$ cat config.mk
export PLATFORM = sky130hd
export DESIGN_NAME = gpio_edge_port
export DESIGN_NICKNAME = d
export VERILOG_FILES = /design/src/rtl/gpio_pkg.sv /design/src/rtl/gpio_in_sync.sv /design/src/rtl/gpio_edge_flags.sv /design/src/rtl/gpio_out_reg.sv /design/src/rtl/gpio_edge_port.sv
export SDC_FILE = /design/constraint.sdc
export NUM_CORES = 1
export LEC_CHECK = 0
export ABC_AREA = 1
export BUFFER_PORTS_ARGS = -buffer_cell sky130_fd_sc_hd__buf_2
export CAP_MARGIN = 25
export CORE_MARGIN = 1
export CORE_UTILIZATION = 45
export DETAILED_ROUTE_END_ITERATION = 12
export GPL_TIMING_DRIVEN = 1
export PLACE_DENSITY = 0.74
export RECOVER_POWER = 100
export SYNTH_ARGS = -nofsm -noshare
export SYNTH_HDL_FRONTEND = slang
export SYNTH_SLANG_ARGS = --single-unit
$ cat constraint.sdc
create_clock -name clk -period 0.8 [get_ports clk]
set_input_delay 0.04 -clock clk [delete_from_list [all_inputs] [get_ports clk]]
set_output_delay 0.04 -clock clk [all_outputs]
set_load 0.02 [all_outputs]
$ cat src/rtl/gpio_pkg.sv
package gpio_pkg;

  localparam int unsigned ADDR_W = 3;
  localparam int unsigned BUS_W  = 32;

  localparam logic [ADDR_W-1:0] OFS_PINS = 3'd0;
  localparam logic [ADDR_W-1:0] OFS_DIR  = 3'd1;
  localparam logic [ADDR_W-1:0] OFS_IEN  = 3'd2;
  localparam logic [ADDR_W-1:0] OFS_CAP  = 3'd3;
  localparam logic [ADDR_W-1:0] OFS_SET  = 3'd4;
  localparam logic [ADDR_W-1:0] OFS_CLR  = 3'd5;

  localparam int unsigned EDGE_RISE = 0;
  localparam int unsigned EDGE_FALL = 1;
  localparam int unsigned EDGE_BOTH = 2;

  // One-bit edge decision for a synchronized sample and its previous value.
  function automatic logic edge_fire(logic cur, logic prv, int unsigned mode);
    case (mode)
      EDGE_RISE: edge_fire = cur & ~prv;
      EDGE_FALL: edge_fire = ~cur & prv;
      default:   edge_fire = cur ^ prv;
    endcase
  endfunction

  // New output word after set and clear masks are applied.
  function automatic logic [BUS_W-1:0] set_clr(logic [BUS_W-1:0] old,
                                               logic [BUS_W-1:0] setm,
                                               logic [BUS_W-1:0] clrm);
    set_clr = (old | setm) & ~clrm;
  endfunction

endpackage

$ cat src/rtl/gpio_in_sync.sv
module gpio_in_sync #(
  parameter int unsigned WIDTH     = 8,
  parameter int unsigned EDGE_MODE = 0
) (
  input  logic             clk,
  input  logic             rst_n,
  input  logic [WIDTH-1:0] pin_in,
  output logic [WIDTH-1:0] sync_val,
  output logic [WIDTH-1:0] edge_hit
);
  import gpio_pkg::*;

  logic [WIDTH-1:0] stage1_q;
  logic [WIDTH-1:0] stage2_q;
  logic [WIDTH-1:0] prev_q;

  always_ff @(posedge clk or negedge rst_n) begin
    if (!rst_n) begin
      stage1_q <= '0;
      stage2_q <= '0;
      prev_q   <= '0;
    end else begin
      stage1_q <= pin_in;
      stage2_q <= stage1_q;
      prev_q   <= stage2_q;
    end
  end

  assign sync_val = stage2_q;

  for (genvar b = 0; b < WIDTH; b++) begin : g_edge
    assign edge_hit[b] = edge_fire(stage2_q[b], prev_q[b], EDGE_MODE);
  end

endmodule

$ cat src/rtl/gpio_edge_flags.sv
module gpio_edge_flags #(
  parameter int unsigned WIDTH     = 8,
  parameter bit          BIT_CLEAR = 1'b1
) (
  input  logic             clk,
  input  logic             rst_n,
  input  logic [WIDTH-1:0] edge_hit,
  input  logic             clr_wr,
  input  logic [WIDTH-1:0] clr_data,
  output logic [WIDTH-1:0] flags
);
  logic [WIDTH-1:0] keep_mask;
  logic [WIDTH-1:0] flags_d;

  if (BIT_CLEAR) begin : g_bitwise
    assign keep_mask = clr_wr ? ~clr_data : '1;
  end else begin : g_wholesale
    logic unused_clr_data;
    assign unused_clr_data = ^clr_data;
    assign keep_mask = clr_wr ? '0 : '1;
  end

  // An edge in the clearing cycle wins over the clear.
  assign flags_d = (flags & keep_mask) | edge_hit;

  always_ff @(posedge clk or negedge rst_n) begin
    if (!rst_n) flags <= '0;
    else        flags <= flags_d;
  end

endmodule

$ cat src/rtl/gpio_out_reg.sv
module gpio_out_reg #(
  parameter int unsigned WIDTH = 8
) (
  input  logic             clk,
  input  logic             rst_n,
  input  logic             wr_val,
  input  logic             wr_set,
  input  logic             wr_clr,
  input  logic             wr_dir,
  input  logic [WIDTH-1:0] wdata,
  output logic [WIDTH-1:0] out_q,
  output logic [WIDTH-1:0] oe_q
);
  import gpio_pkg::*;

  logic [BUS_W-1:0] setm;
  logic [BUS_W-1:0] clrm;
  logic [BUS_W-1:0] merged;
  logic [WIDTH-1:0] out_d;
  logic             unused_merged;

  assign setm   = wr_set ? BUS_W'(wdata) : '0;
  assign clrm   = wr_clr ? BUS_W'(wdata) : '0;
  assign merged = set_clr(BUS_W'(out_q), setm, clrm);
  assign unused_merged = ^merged;

  always_comb begin
    if (wr_val) out_d = wdata;
    else        out_d = merged[WIDTH-1:0];
  end

  always_ff @(posedge clk or negedge rst_n) begin
    if (!rst_n) begin
      out_q <= '0;
      oe_q  <= '0;
    end else begin
      out_q <= out_d;
      if (wr_dir) oe_q <= wdata;
    end
  end

endmodule

$ cat src/rtl/gpio_edge_port.sv
module gpio_edge_port #(
  parameter int unsigned WIDTH     = 8,
  parameter int unsigned EDGE_MODE = 0,
  parameter bit          BIT_CLEAR = 1'b1
) (
  input  logic             clk,
  input  logic             rst_n,
  input  logic [2:0]       addr,
  input  logic             rd,
  input  logic             wr,
  input  logic [31:0]      wdata,
  output logic [31:0]      rdata,
  input  logic [WIDTH-1:0] pin_in,
  output logic [WIDTH-1:0] pin_out,
  output logic [WIDTH-1:0] pin_oe,
  output logic             irq
);
  import gpio_pkg::*;

  logic [WIDTH-1:0] wd;
  logic             unused_wdata;
  logic             wr_val, wr_dir, wr_ien, wr_cap, wr_set, wr_clr;
  logic [WIDTH-1:0] sync_val;
  logic [WIDTH-1:0] edge_hit;
  logic [WIDTH-1:0] cap_flags;
  logic [WIDTH-1:0] irq_mask;
  logic             irq_d;
  logic [BUS_W-1:0] rd_val;

  assign wd           = wdata[WIDTH-1:0];
  assign unused_wdata = ^wdata;

  assign wr_val = wr && (addr == OFS_PINS);
  assign wr_dir = wr && (addr == OFS_DIR);
  assign wr_ien = wr && (addr == OFS_IEN);
  assign wr_cap = wr && (addr == OFS_CAP);
  assign wr_set = wr && (addr == OFS_SET);
  assign wr_clr = wr && (addr == OFS_CLR);

  gpio_in_sync #(.WIDTH(WIDTH), .EDGE_MODE(EDGE_MODE)) u_sync (
    .clk      (clk),
    .rst_n    (rst_n),
    .pin_in   (pin_in),
    .sync_val (sync_val),
    .edge_hit (edge_hit)
  );

  gpio_edge_flags #(.WIDTH(WIDTH), .BIT_CLEAR(BIT_CLEAR)) u_flags (
    .clk      (clk),
    .rst_n    (rst_n),
    .edge_hit (edge_hit),
    .clr_wr   (wr_cap),
    .clr_data (wd),
    .flags    (cap_flags)
  );

  gpio_out_reg #(.WIDTH(WIDTH)) u_out (
    .clk    (clk),
    .rst_n  (rst_n),
    .wr_val (wr_val),
    .wr_set (wr_set),
    .wr_clr (wr_clr),
    .wr_dir (wr_dir),
    .wdata  (wd),
    .out_q  (pin_out),
    .oe_q   (pin_oe)
  );

  assign irq_d = |(cap_flags & irq_mask);

  always_comb begin
    case (addr)
      OFS_PINS: rd_val = BUS_W'(sync_val);
      OFS_DIR:  rd_val = BUS_W'(pin_oe);
      OFS_IEN:  rd_val = BUS_W'(irq_mask);
      OFS_CAP:  rd_val = BUS_W'(cap_flags);
      default:  rd_val = '0;
    endcase
  end

  always_ff @(posedge clk or negedge rst_n) begin
    if (!rst_n) begin
      irq_mask <= '0;
      irq      <= 1'b0;
      rdata    <= '0;
    end else begin
      if (wr_ien) irq_mask <= wd;
      irq <= irq_d;
      if (rd) rdata <= rd_val;
    end
  end

endmodule

Word level (Yosys, flattened, before mapping)
Cells that the tools add are included.

operators by class
  divide/modulo/power cells = 0
  equal/unequal tests = 5
  reduce and logical (&&, ||, !) cells = 8
  add/sub/neg operators = 0
  shift operators = 0
  $mul = 0
  $lt $le $gt $ge = 0
  bitwise logic cells = 23
  mux-type cells = 5

operators with widths
  cell                                                 count
  2-to-1 mux 8 bit                                     4
  one-hot mux 8 bit (4 select lines)                   1
  AND 8 bit                                            3
  inverter 8 bit                                       2
  OR 8 bit                                             2
  AND 1 bit                                            8
  inverter 1 bit                                       8
  OR reduction 8 bit                                   1
  equality test 3 x 2 -> 1 bit, second input constant  2
  equality test 3 bit, second input constant           2
  logical AND 1 bit                                    6
  equality test 3 x 1 -> 1 bit, second input constant  1
  zero test 3 bit                                      1

storage, ports and cells
  output and inout bits = 49
  memories kept = 0
  register bits = 89
  input port bits = 47
  bits in latches = 0
  bits in read-only memories = 0
  bits in writable memories = 0

Logic depth before layout (Yosys ltp)
  depth after elaboration = 6
  mapped depth = 9
  mapped depth without buffers = 8

By module
Synthesis repeated with hierarchy kept, for this count alone.

unflattened totals
  cells, all modules = 371
  area total of the unflattened synthesis = 3093.0 um^2

by module, submodules not included
  module           area an instance (um^2)  instances  cells each  sequential area each (um^2)
  gpio_edge_port   1318.8                   1          189         425.4
  gpio_out_reg     768.2                    1          101         400.4
  gpio_in_sync     680.7                    1          40          600.6
  gpio_edge_flags  325.3                    1          41          200.2

Worst setup path before layout
No wires, ideal clock.

  path kind = input-to-reg
  start = in addr[1]
  end = reg u_out.out_q[0]
  setup slack = -0.111 ns
  buffers on the path = 1
  required time = 0.735 ns
  arrival time = 0.846 ns
  stages = 6
  cell sequence = buf_4 -> nor2_8 -> nand3_1 -> o21bai_1 -> nand3_1 -> nand2_1

between the ends
  word-level cells in the longest chain between the ends = 6

ends and longest elaborated chain
  what                                               RTL line                                    source
  start, declared                                    gpio_edge_port.sv:8                         input logic [2:0] addr,
  equality test 3 bit (on tied branches)             gpio_edge_port.sv:37, gpio_edge_port.sv:38
  logical AND 1 bit (on tied branches)               gpio_edge_port.sv:37, gpio_edge_port.sv:38
  2-to-1 mux 8 bit (on tied branches)                gpio_out_reg.sv:22, gpio_out_reg.sv:23
  OR 8 bit / inverter 8 bit (equally long branches)  gpio_pkg.sv:30                              set_clr = (old | setm) & ~clrm;
  AND 8 bit                                          gpio_pkg.sv:30
  2-to-1 mux 8 bit (*)                               gpio_out_reg.sv:28                          if (wr_val) out_d = wdata;
  named net u_out.out_d[0]                           gpio_out_reg.sv:19                          logic [WIDTH-1:0] out_d;
  end signal, assigned                               gpio_out_reg.sv:37                          out_q <= out_d;
  end, declared                                      gpio_out_reg.sv:11                          output logic [WIDTH-1:0] out_q,

The timed path passes the listed nets; every way through them passes the cells marked *.
A chain may end at the register's enable or synchronous reset.

Worst setup path after layout
  start = reg u_out.oe_q[7]
  end = out pin_oe[7]

RTL lines
  what                    RTL line              source
  start, declared         gpio_out_reg.sv:12    output logic [WIDTH-1:0] oe_q
  start signal, assigned  gpio_out_reg.sv:38    if (wr_dir) oe_q <= wdata;
  end, declared           gpio_edge_port.sv:15  output logic [WIDTH-1:0] pin_oe,

No word-level cell between the ends.

==> impl_metrics.csv <==
group,metric,value,unit
outcome,status,"finished with violations",
outcome,violations,"setup timing",
cts,cts-buffers-inserted,9,
grt,use_met1,27.8,%
cts,clockBufferDepth,2,
timing,setup_tns,-5480,ps
place,place_area,3530,µm²
drt,via_per_inst,4.75,
drt,drtIter0Drc,195,
synthesis,synth.area.top_cells,"dfrtp_1, nand2_1, buf_4, inv_1, nand3_1",
timing,drv_slew,0,
drt,routedWlPerCell,13.4,µm
layout,nets,502,
floorplan,io_pins,96,
layout,layout-area-overhead-vs-synth,49.1,%
floorplan,fp.dieW,82.7,µm
min_path,hp-class,"in -> reg",
timing,final_hold_viol_count,0,
run,drv_cap,0,
grt,grt_overflow,0,
place,port-buffer-count,47,
layout,ff_latch_area,1640,µm²
critical_path,crit_fanout,2,
synthesis,ys_ff_latch,65,
floorplan,design.die.area,6830,µm²
critical_path,cp.required,760,ps
floorplan,initial_core_util,46.4,%
floorplan,rows,29,
pwr,p_leak,2.25,nW
grt,antenna_found_initial,0,
pwr,power_density,2120,nW/µm²
cts,root_buffer,"clkbuf_8",
pwr,max-vdd-ir-drop,1750,µV
place,gp_congestion,0.779,
grt,met2_usage,39.1,%
synthesis,yosysTopAreaCell,"dfrtp_1",
critical_path,critPathCaptureType,"primary output",
timing,min_period_over_period,132,%
pwr,combPwrFrac,29.1,%
layout,final_cells,537,
grt,grt-busiest-layer,"met2",
layout,final_area,4370,µm²
floorplan,core-area,6310,µm²
timing,rsz0062_at_grt,"yes",
synthesis,yosysTopAreaCellShare,55.6,%
pwr,intPower,6.43,mW
place,placed_cells,479,
layout,final_common_cell,"nand2_1",
cts,clk_latency,340,ps
pwr,seqPwrFrac,42.6,%
synthesis,avgSynthCellArea,8.98,µm²
layout,antennaDiodeCount,0,
drt,drc,0,
layout,mostFrequentLayoutCells,"nand2_1, dfrtp_1, buf_6",
timing,setup-violations-final,42,
pwr,p_clk_share,28.3,%
layout,fill_cells,452,
layout,multi_input_area,1140,µm²
synthesis,synth_cell_types,20,
synthesis,ys.warnings.count,0,
synthesis,syn_inst,326,
grt,grt_max_degree,32,
drt,drt-total-wl,7.22,mm
grt,grt_pass1_vias,2451,
timing,fin_worst_skew,9.69,ps
critical_path,startpoint_type,"flip-flop",
synthesis,synth_area,2930,µm²
critical_path,path_class,"reg -> out",
cts,htree_levels,3,
floorplan,die_y,82.7,µm
synthesis,seq_area_frac_synth,55.6,%
timing,fin_crit,1060,ps
cts,clk_pin_slew_worst_paths,70,ps
critical_path,critPathArrivalTime,1020,ps
cts,cts.sinks,65,
layout,final_core_util,69.2,%
drt,drtPass1Iterations,4,
cts,cts_tree,"built",
pwr,p_sw,2.82,mW
grt,met3_usage,6.92,%
timing,layout_setup_ws,-256,ps
grt,grt_pass1_wl,11.4,mm
place,hpwl,4.44,mm
grt,globalRouteTotalUtil,23.1,%
drt,dr_total_vias,2553,
drt,ant_nets,0,
critical_path,r2r_slack,-180,ps
layout,drive_gt1_share,40.0,%
timing,fmax,0.947,GHz
pwr,switching_share,30.4,%
## power by group through the flow
stage	Clock, mW	Sequential, mW	Combinational, mW
floorplan	0	4.21	0.857
global placement	0	3.92	1.76
detailed placement	0	3.93	1.81
CTS	2.63	3.91	2.43
global route	2.79	3.97	2.90
finish	2.62	3.94	2.69
## logic make-up after synthesis
family | Yosys count | synth area share (%)
DFF | 65 | 55.6
and+or+nand+nor | 142 | 21.8
other | 1 | 0.128
buffers and inverters | 74 | 13.2
AOI/OAI and AO/OA | 44 | 9.40
## per-stage QoR
stage,hold WS [ps],power [mW],setup WS (ps)
CTS,0.523,8.97,-242
finish,37.4,9.25,-256
global route,37.7,9.66,-280
detailed placement,-56.0,5.74,-251
floorplan,-256,5.07,-43.1
global placement,-55.7,5.68,-185
## final cells by class
type / count / area share [%]
inverter: 44 / 3.93
sequential: 65 / 37.5
clock inverter: 3 / 0.344
tap: 77 / 2.21
clock buffer: 13 / 3.87
timing repair buffer: 125 / 26.1
multi-input combinational: 210 / 26.1
## worst max-delay path, stage by stage (launching register included)
cell     delay [ps]
dfrtp_2         430
buf_6           120
buf_6           120
## path summary, 6_finish.rpt
| check | cells after the start | start | to |
|---|---|---|---|
| max in group asynchronous | 3 | rst_n | u_out.oe_q[3] |
| worst max-delay path | 2 | u_out.oe_q[7] | pin_oe[7] |
| min in group asynchronous | 2 | rst_n | rdata[6] |
| worst min register to register | 0 | u_sync.stage1_q[6] | u_sync.sync_val[6] |
| worst min-delay path | 3 | wdata[1] | u_out.oe_q[1] |
| worst max register to register | 7 | u_out.oe_q[7] | rdata[7] |
## layer usage
layer  share of wire (%)  routed length (µm)
met1                  42                3050
met2                  51                3650
met3                 5.5                 398
met4                 1.6                 118
met5                   0                   0
## registers in the layout, indices dropped and copies added (netlist names)
signal           flops
u_sync.prev_q        8
u_out.oe_q           8
u_out.out_q          8
u_sync.stage1_q      8
irq_mask             8
irq                  1
u_flags.flags        8
rdata                8
u_sync.sync_val      8
## cell usage after synthesis
cell type,count
nand2_1,82
dfrtp_1,65
inv_1,43
nand3_1,27
buf_4,26
nor2_1,26
o21ai_0,24
o21ai_2,8
o21bai_1,8
o22ai_1,4
buf_2,2
nand4_1,2
nor2_8,2
buf_6,1
clkbuf_1,1
conb_1,1
inv_2,1
nand3_2,1
nand3_4,1
nor3_4,1
## what timing repair did
| action | in CTS | in global routing |
|---|---|---|
| endpoints found under the hold margin | 84 | 0 |
| hold buffers | 19 | 0 |
| pin swaps | 7 | 17 |
| endpoints found under the setup margin | 35 | 50 |
| setup buffers | 16 | 8 |
| resized for setup | 66 | 40 |
Power figures use the tool's default switching activity.
